**config.mk**
```make
export PLATFORM = sky130hd
export DESIGN_NAME = cdd_pkt_unit
export DESIGN_NICKNAME = d
export VERILOG_FILES = /design/src/rtl/cdd_pkt_pkg.sv /design/src/rtl/cdd_csum.sv /design/src/rtl/cdd_cmd_decode.sv /design/src/rtl/cdd_pkt_unit.sv
export SDC_FILE = /design/constraint.sdc
export NUM_CORES = 1
export LEC_CHECK = 0
export ABC_AREA = 0
export CORE_UTILIZATION = 40
export CTS_CLUSTER_SIZE = 20
export DETAILED_ROUTE_END_ITERATION = 7
export GPL_TIMING_DRIVEN = 0
export PLACE_DENSITY_LB_ADDON = 0.08
export REMOVE_ABC_BUFFERS = 1
export SLEW_MARGIN = 15
export SYNTH_ARGS = -nofsm -noshare
export SYNTH_HDL_FRONTEND = slang
export SYNTH_SLANG_ARGS = --single-unit
```
**constraint.sdc**
```tcl
create_clock -name clk -period 4.36 [get_ports clk]
set_input_delay 0.872 -clock clk [delete_from_list [all_inputs] [get_ports clk]]
set_output_delay 0.872 -clock clk [all_outputs]
set_load 0.03 [all_outputs]
```
**src/rtl/cdd_pkt_pkg.sv**
```systemverilog
package cdd_pkt_pkg;

   typedef enum logic [3:0] {
      ACT_STATUS  = 4'h0,
      ACT_STOP    = 4'h1,
      ACT_TOC     = 4'h2,
      ACT_READ    = 4'h3,
      ACT_SEEK    = 4'h4,
      ACT_PAUSE   = 4'h6,
      ACT_RESUME  = 4'h7,
      ACT_FFWD    = 4'h8,
      ACT_REWIND  = 4'h9,
      ACT_RECOVER = 4'hA,
      ACT_CLOSE   = 4'hC,
      ACT_OPEN    = 4'hD,
      ACT_OTHER   = 4'hF
   } act_e;

   localparam logic [7:0] TOC_BAD_LO = 8'h0F;

endpackage

```
**src/rtl/cdd_csum.sv**
```systemverilog
module cdd_csum #(
   parameter int FW  = 16,
   parameter int NF  = 4,
   parameter int EW  = 8,
   parameter int CSW = 4
) (
   input  logic [NF*FW-1:0] fields,
   input  logic [EW-1:0]    ext,
   output logic [CSW-1:0]   csum
);
   localparam int SW = FW + $clog2(NF + 2) + 2;

   logic [SW-1:0] part [NF+1];

   assign part[0] = SW'(ext);

   for (genvar gi = 0; gi < NF; gi++) begin : g_acc
      logic [FW-1:0] fld;
      assign fld         = fields[gi*FW +: FW];
      assign part[gi+1]  = part[gi] + SW'(fld) + SW'(fld >> 8);
   end

   assign csum = ~part[NF][CSW-1:0];

endmodule

```
**src/rtl/cdd_cmd_decode.sv**
```systemverilog
module cdd_cmd_decode
   import cdd_pkt_pkg::*;
#(
   parameter int NUM_SUB = 6
) (
   input  logic [7:0] code_byte,
   input  logic [7:0] sub_byte,
   output act_e       act,
   output logic       lo_upd,
   output logic [7:0] lo_val
);
   always_comb begin
      lo_upd = 1'b0;
      lo_val = 8'h00;
      act    = ACT_OTHER;
      case (code_byte[3:0])
         4'h0: act = ACT_STATUS;
         4'h1: act = ACT_STOP;
         4'h2: begin
            lo_upd = 1'b1;
            if (sub_byte < 8'(NUM_SUB)) begin
               act    = ACT_TOC;
               lo_val = sub_byte;
            end else begin
               act    = ACT_STATUS;
               lo_val = TOC_BAD_LO;
            end
         end
         4'h3: act = ACT_READ;
         4'h4: act = ACT_SEEK;
         4'h6: act = ACT_PAUSE;
         4'h7: act = ACT_RESUME;
         4'h8: act = ACT_FFWD;
         4'h9: act = ACT_REWIND;
         4'hA: act = ACT_RECOVER;
         4'hC: act = ACT_CLOSE;
         4'hD: act = ACT_OPEN;
         default: act = ACT_OTHER;
      endcase
   end

endmodule

```
**src/rtl/cdd_pkt_unit.sv**
```systemverilog
module cdd_pkt_unit
   import cdd_pkt_pkg::*;
#(
   parameter int FW        = 16,
   parameter int NF        = 4,
   parameter int CSW       = 4,
   parameter int NUM_SUB   = 6,
   parameter int TOC_IDX   = 3,
   parameter int CMD_IDX_W = 4
) (
   input  logic                          clk,
   input  logic                          rst_n,
   input  logic                          stat_we,
   input  logic [FW-1:0]                 stat_wdata,
   input  logic [FW-1:0]                 min_i,
   input  logic [FW-1:0]                 sec_i,
   input  logic [FW-1:0]                 frm_i,
   input  logic [7:0]                    ext_i,
   input  logic                          irq_en,
   input  logic                          exp_stb,
   input  logic                          ctrl_we,
   input  logic [7:0]                    ctrl_wdata,
   input  logic                          cmd_we,
   input  logic [CMD_IDX_W-1:0]          cmd_idx,
   input  logic [7:0]                    cmd_wdata,
   input  logic                          imp_stb,
   output logic [(NF*(FW/8)+2)*8-1:0]    rx_bytes,
   output logic [7:0]                    ctrl_q,
   output logic [7:0]                    stat_lo,
   output logic                          act_valid,
   output logic [3:0]                    act_code,
   output logic                          irq4
);
   localparam int FB = FW / 8;
   localparam int AB = NF * FB + 2;
   localparam logic [7:0] CS_RST = 8'((1 << CSW) - 1);
   localparam logic [7:0] CTRL_KEEP = 8'h03;

   if (FW % 8 != 0 || FW < 16) begin : g_bad_fw
      $error("FW must be a multiple of 8 and at least 16");
   end
   if (CSW < 1 || CSW > 8) begin : g_bad_csw
      $error("CSW must lie in 1..8");
   end
   if ((1 << CMD_IDX_W) < AB) begin : g_bad_idx
      $error("CMD_IDX_W too small for the command area");
   end
   if (TOC_IDX >= AB || TOC_IDX < 1) begin : g_bad_toc
      $error("TOC_IDX outside the command area");
   end

   logic [FW-1:0]         stat_q;
   logic [AB-1:0][7:0]    rx_q, rx_d, cmd_q;
   logic [NF*FW-1:0]      fld_flat;
   logic [CSW-1:0]        csum;
   act_e                  dec_act, act_q;
   logic                  dec_upd;
   logic [7:0]            dec_lo;
   logic                  act_v_q, irq_q;
   logic [7:0]            ctrl_r;

   // field 0 is the status word, then minute, second, frame
   assign fld_flat = {frm_i, sec_i, min_i, stat_q};

   cdd_csum #(.FW(FW), .NF(NF), .EW(8), .CSW(CSW)) i_csum (
      .fields (fld_flat),
      .ext    (ext_i),
      .csum   (csum)
   );

   cdd_cmd_decode #(.NUM_SUB(NUM_SUB)) i_dec (
      .code_byte (cmd_q[0]),
      .sub_byte  (cmd_q[TOC_IDX]),
      .act       (dec_act),
      .lo_upd    (dec_upd),
      .lo_val    (dec_lo)
   );

   // packing: each field high byte first
   for (genvar gf = 0; gf < NF; gf++) begin : g_fld
      for (genvar gb = 0; gb < FB; gb++) begin : g_byte
         assign rx_d[gf*FB + gb] = fld_flat[gf*FW + FW - 1 - 8*gb -: 8];
      end
   end
   assign rx_d[AB-2] = ext_i;
   assign rx_d[AB-1] = {{(8-CSW){1'b0}}, csum};

   always_ff @(posedge clk) begin
      if (!rst_n) begin
         rx_q         <= '0;
         rx_q[AB-1]   <= CS_RST;
         cmd_q        <= '0;
         stat_q       <= '0;
         ctrl_r       <= '0;
         act_v_q      <= 1'b0;
         act_q        <= ACT_STATUS;
         irq_q        <= 1'b0;
      end else begin
         if (exp_stb) begin
            rx_q <= rx_d;
         end
         if (cmd_we && 32'(cmd_idx) < AB) begin
            cmd_q[cmd_idx] <= cmd_wdata;
         end
         if (stat_we) begin
            stat_q <= stat_wdata;
         end
         if (imp_stb && dec_upd) begin
            stat_q[7:0] <= dec_lo;
         end
         ctrl_r  <= (ctrl_we ? ctrl_wdata : ctrl_r) & (exp_stb ? CTRL_KEEP : 8'hFF);
         act_v_q <= imp_stb;
         if (imp_stb) begin
            act_q <= dec_act;
         end
         irq_q   <= exp_stb & irq_en;
      end
   end

   assign rx_bytes  = rx_q;
   assign ctrl_q    = ctrl_r;
   assign stat_lo   = stat_q[7:0];
   assign act_valid = act_v_q;
   assign act_code  = act_q;
   assign irq4      = irq_q;

   AST_ACT_AFTER_IMPORT: assert property (@(posedge clk) disable iff (!rst_n)
      imp_stb |=> act_valid) else $error("action valid missing");
   AST_NO_SPURIOUS_ACT: assert property (@(posedge clk) disable iff (!rst_n)
      !imp_stb |=> !act_valid) else $error("spurious action valid");
   AST_CODE_LEGAL: assert property (@(posedge clk) disable iff (!rst_n)
      act_valid |-> (act_code != 4'h5 && act_code != 4'hB && act_code != 4'hE))
      else $error("illegal action code");
   AST_IRQ_GATED: assert property (@(posedge clk) disable iff (!rst_n)
      irq4 |-> $past(exp_stb && irq_en)) else $error("irq without export");
   AST_CTRL_MASKED: assert property (@(posedge clk) disable iff (!rst_n)
      exp_stb |=> ctrl_q[7:2] == 6'd0) else $error("control not masked");
   AST_RX_HOLD: assert property (@(posedge clk) disable iff (!rst_n)
      !exp_stb |=> $stable(rx_bytes)) else $error("receive area moved");
   AST_STAT_HOLD: assert property (@(posedge clk) disable iff (!rst_n)
      (!stat_we && !imp_stb) |=> $stable(stat_lo)) else $error("status moved");

endmodule

```
==> impl_metrics.ini <==
[critical_path]
cp_cell_sequence = clkdlybuf4s50_1, inv_1, fa_1, fa_1, fa_1, inv_1, fa_1, ha_2, xnor2_2, xnor2_1, xnor3_1, xnor2_1, o21ai_1
worst_setup_startpoint = min_i[1]
setup.reg_to_reg.worst_slack_ns = 0.85
timing.setup.critical_path_class = primary input to register
timing.critical_path.slowest_stage_cell = sky130_fd_sc_hd__fa_1
regToRegStartpoint = stat_q[2]$_SDFFE_PN0P_
worst_setup_path_start_kind = primary input
critPathTopFamily = adder cells
critPathMaxStageDelay_ns = 0.53
critical_path_peak_fanout = 2
timing.critical_path.to_type = register
worst-path-buf-inv = 3
timing.critical_path.mode_cell = sky130_fd_sc_hd__fa_1
critPathRequiredTime_ns = 4.65
cp_data_arrival_time_ns = 4.46

[pwr]
cellLeakagePower_uw = 0.00323
max-vdd-ir-drop_mv = 0.232
p_per_area_mw_per_mm2 = 409
finalPower_uw = 3170

[cts]
cts_num_sinks = 118
cts_setup_buffers = 0
cts_stage_hold_buffer_count = 0
numCtsBuffers = 17
clock_insertion_delay_worst_skew_ns = 0.40
cts_htree_levels = 4
root_buffer = sky130_fd_sc_hd__clkbuf_16
clock_tree_from_tritoncts = built
clkSlewWorstSetupHoldPaths_ns = 0.05
ctsLongestPathBuffers = 2

[status]
run_status = finished clean

[layout]
layout.area.seq_sq_mm = 0.00236
layout.cell_area.non_filler_sq_mm = 0.00775
nFillCells = 1109
final_layout_size_suffix_gt1_share_pct = 5.84
final_nets = 776
final_cell_count_no_fill = 840
multiInputGateArea_sq_mm = 0.00252
layout-area-overhead-vs-synth_pct = 50.6
diodes = 0

[grt]
first_global_vias = 3750
globalRoute.totalOverflow = 0
grt_max_degree = 63
global_route_wire_length_before_repair_microns = 18200
track_usage_pct = 17.9
antenna_violations_before_repair = 0

[drt]
drt-vias-per-instance = 4.48
dr_total_vias = 3765
detail_route.wirelength_microns = 11500
ant_nets = 0
drt-initial-drc-count = 120
wl_per_cell_microns = 13.6
drc = 0
detail_route.first_pass.iterations = 4

[yosys]
synth_xor_area_share_pct = 2.97
synth_adder_area_share_pct = 7.19
dominantRegCellSynth = sky130_fd_sc_hd__dfxtp_1
share_of_async_settable_or_async_resettable_flops_after_synthesis_pct = 0
synth_edf_count = 0
synthDominantCellAreaShare_pct = 45.9
synth_cell_area_sq_mm = 0.00515
compound_cell_area_share_of_the_yosys_netlist_pct = 2.77
combinational_family_with_the_most_area_after_synthesis = multiplexers
yosys-mux-area-fraction_pct = 21.1
postSynthAreaPerCell_sq_um = 10.9
synth_simple_gate_area_share_pct = 14.4
cell_type_with_the_largest_total_area_after_synthesis = sky130_fd_sc_hd__dfxtp_1
ys_seq_elements = 118
yosysSeqAreaShare_pct = 45.9
synthCells = 473
yosysWarnings = 0
synth_area_leaders = sky130_fd_sc_hd__dfxtp_1 46%, sky130_fd_sc_hd__mux2i_1 20%, sky130_fd_sc_hd__nor2b_1 12%
netlist-cell-type-count = 31

[timing]
fin_skew_ns = 0.00612
final_critical_path_required_period_ns = 4.16
max_freq_mhz = 240
ratio_of_final_minimum_period_to_clock_period_pct = 95.5
tightest_slew_ns = 0.953
final_max_slew_viol_count = 0
report.final.setup_viol = 0
setup-tns-final_ns = 0
final-hold-violation-count = 0
slew_headroom_pct = 36.3

[placed_design]
hpwlAfterDp_microns = 8330
routabilityCongestion = 0.747
io_buffers = 197
dp_cells = 809
post_place_cell_area_sq_mm = 0.00719

[floorplan]
placeableCoreArea_sq_mm = 0.0126
die_w_microns = 115
placement_rows = 41
die_height_microns = 115
initial_standard_cell_utilization_of_the_core_pct = 41.0
pin_count = 202
die_area_sq_mm = 0.0133

[job]
maxCapViolCount = 0

[min_path]
classification_of_the_worst_slack_hold_path = register to register
hp-start = rx_bytes[74]$_SDFFE_PN1P_
==> registers in the layout, indices dropped and copies added (netlist names) <==
name / count
rx_bytes: 76
stat_q: 16
act_code: 4
ctrl_q: 8
cmd_q: 12
act_valid: 1
irq4: 1
==> cells in the final DEF (no fill, tap or decap), types with 3 or more instances in the layout <==
cell,instances
sky130_fd_sc_hd__clkdlybuf4s50_1,193
sky130_fd_sc_hd__dfxtp_1,118
sky130_fd_sc_hd__mux2i_1,105
sky130_fd_sc_hd__nor2b_1,96
sky130_fd_sc_hd__inv_1,23
sky130_fd_sc_hd__clkbuf_16,17
sky130_fd_sc_hd__fa_1,15
sky130_fd_sc_hd__nor2_1,13
sky130_fd_sc_hd__nand2_1,11
sky130_fd_sc_hd__xnor2_1,10
sky130_fd_sc_hd__o21ai_0,9
sky130_fd_sc_hd__clkbuf_8,6
sky130_fd_sc_hd__clkbuf_1,5
sky130_fd_sc_hd__conb_1,4
sky130_fd_sc_hd__a31oi_1,3
sky130_fd_sc_hd__a21oi_1,3
sky130_fd_sc_hd__mux2_2,3
sky130_fd_sc_hd__o221a_1,3
sky130_fd_sc_hd__ha_1,3
sky130_fd_sc_hd__clkinv_2,3
==> cells by family after synthesis <==
logic type,Yosys count
muxes,108
other,1
adders and majority gates,20
AOI/OAI and AO/OA,22
DFF,118
buffers and inverters,62
xor gates and xnor gates,15
and+or+nand+nor,127
==> cells in the mapped netlist (all sizes together) (2+ instances only) <==
cell type and number:
nand3 2, ha 4, fa 16, mux2 3
inv 24, and3 2, dfxtp 118, clkbuf 16
a21oi 3, a31oi 3, mux2i 105, xor2 2
nor2b 96, o221a 3, xnor2 12, nand2 11
buf 22, o21ai 10, nor2 13
==> power by group <==
group	leakage [uW]	internal, uW	switching [uW]
combinational	0.00199	386	346
clock	0.000270	810	446
sequential	0.000970	1150	35.5
==> path summary, 6_finish.rpt <==
check,end,cells past startpoint
worst max-delay path,rx_bytes[75]$_SDFFE_PN1P_,13
worst min-delay path,rx_bytes[74]$_SDFFE_PN1P_,2
worst max register to register,rx_bytes[75]$_SDFFE_PN1P_,12
worst min register to register,rx_bytes[74]$_SDFFE_PN1P_,2
==> timing repair <==
action                     CTS  global route
setup endpoints to repair    1             1
pin swaps                    2             2
resized for setup            0             5
==> routing by layer <==
layer,global-route usage [%],routed length [microns]
met3,5.28,724
met5,0,0
met4,9.18,225
met2,29.9,5600
met1,20.8,4900
==> worst register-to-register path: stages (launching register included) <==
cell	delay [ns]
sky130_fd_sc_hd__dfxtp_1	0.36
sky130_fd_sc_hd__fa_1	0.52
sky130_fd_sc_hd__inv_1	0.05
sky130_fd_sc_hd__fa_1	0.46
sky130_fd_sc_hd__fa_1	0.49
sky130_fd_sc_hd__inv_1	0.05
sky130_fd_sc_hd__fa_1	0.47
sky130_fd_sc_hd__ha_2	0.21
sky130_fd_sc_hd__xnor2_2	0.13
sky130_fd_sc_hd__xnor2_1	0.19
sky130_fd_sc_hd__xnor3_1	0.25
sky130_fd_sc_hd__xnor2_1	0.16
sky130_fd_sc_hd__o21ai_1	0.07
==> area by class of cell <==
class                           count  area share, %
Clock buffer                       28           6.80
Timing Repair Buffer              199           26.1
Tap cell                          172           2.78
Multi-Input combinational cell    296           32.5
Inverter                           24           1.16
Sequential cell                   118           30.5
Clock inverter                      3          0.194
==> stage by stage <==
step                      setup slack, ns  hold WS [ns]  utilization, %
after floorplan                     0.190         0.482               -
after global placement              -1.29         0.462            56.9
after detailed placement           -0.443         0.471            57.2
after CTS                           0.101         0.486            61.5
after global routing            -0.000579         0.516            61.7
final                               0.196         0.480            61.7
(Power assumes the default switching activity.)
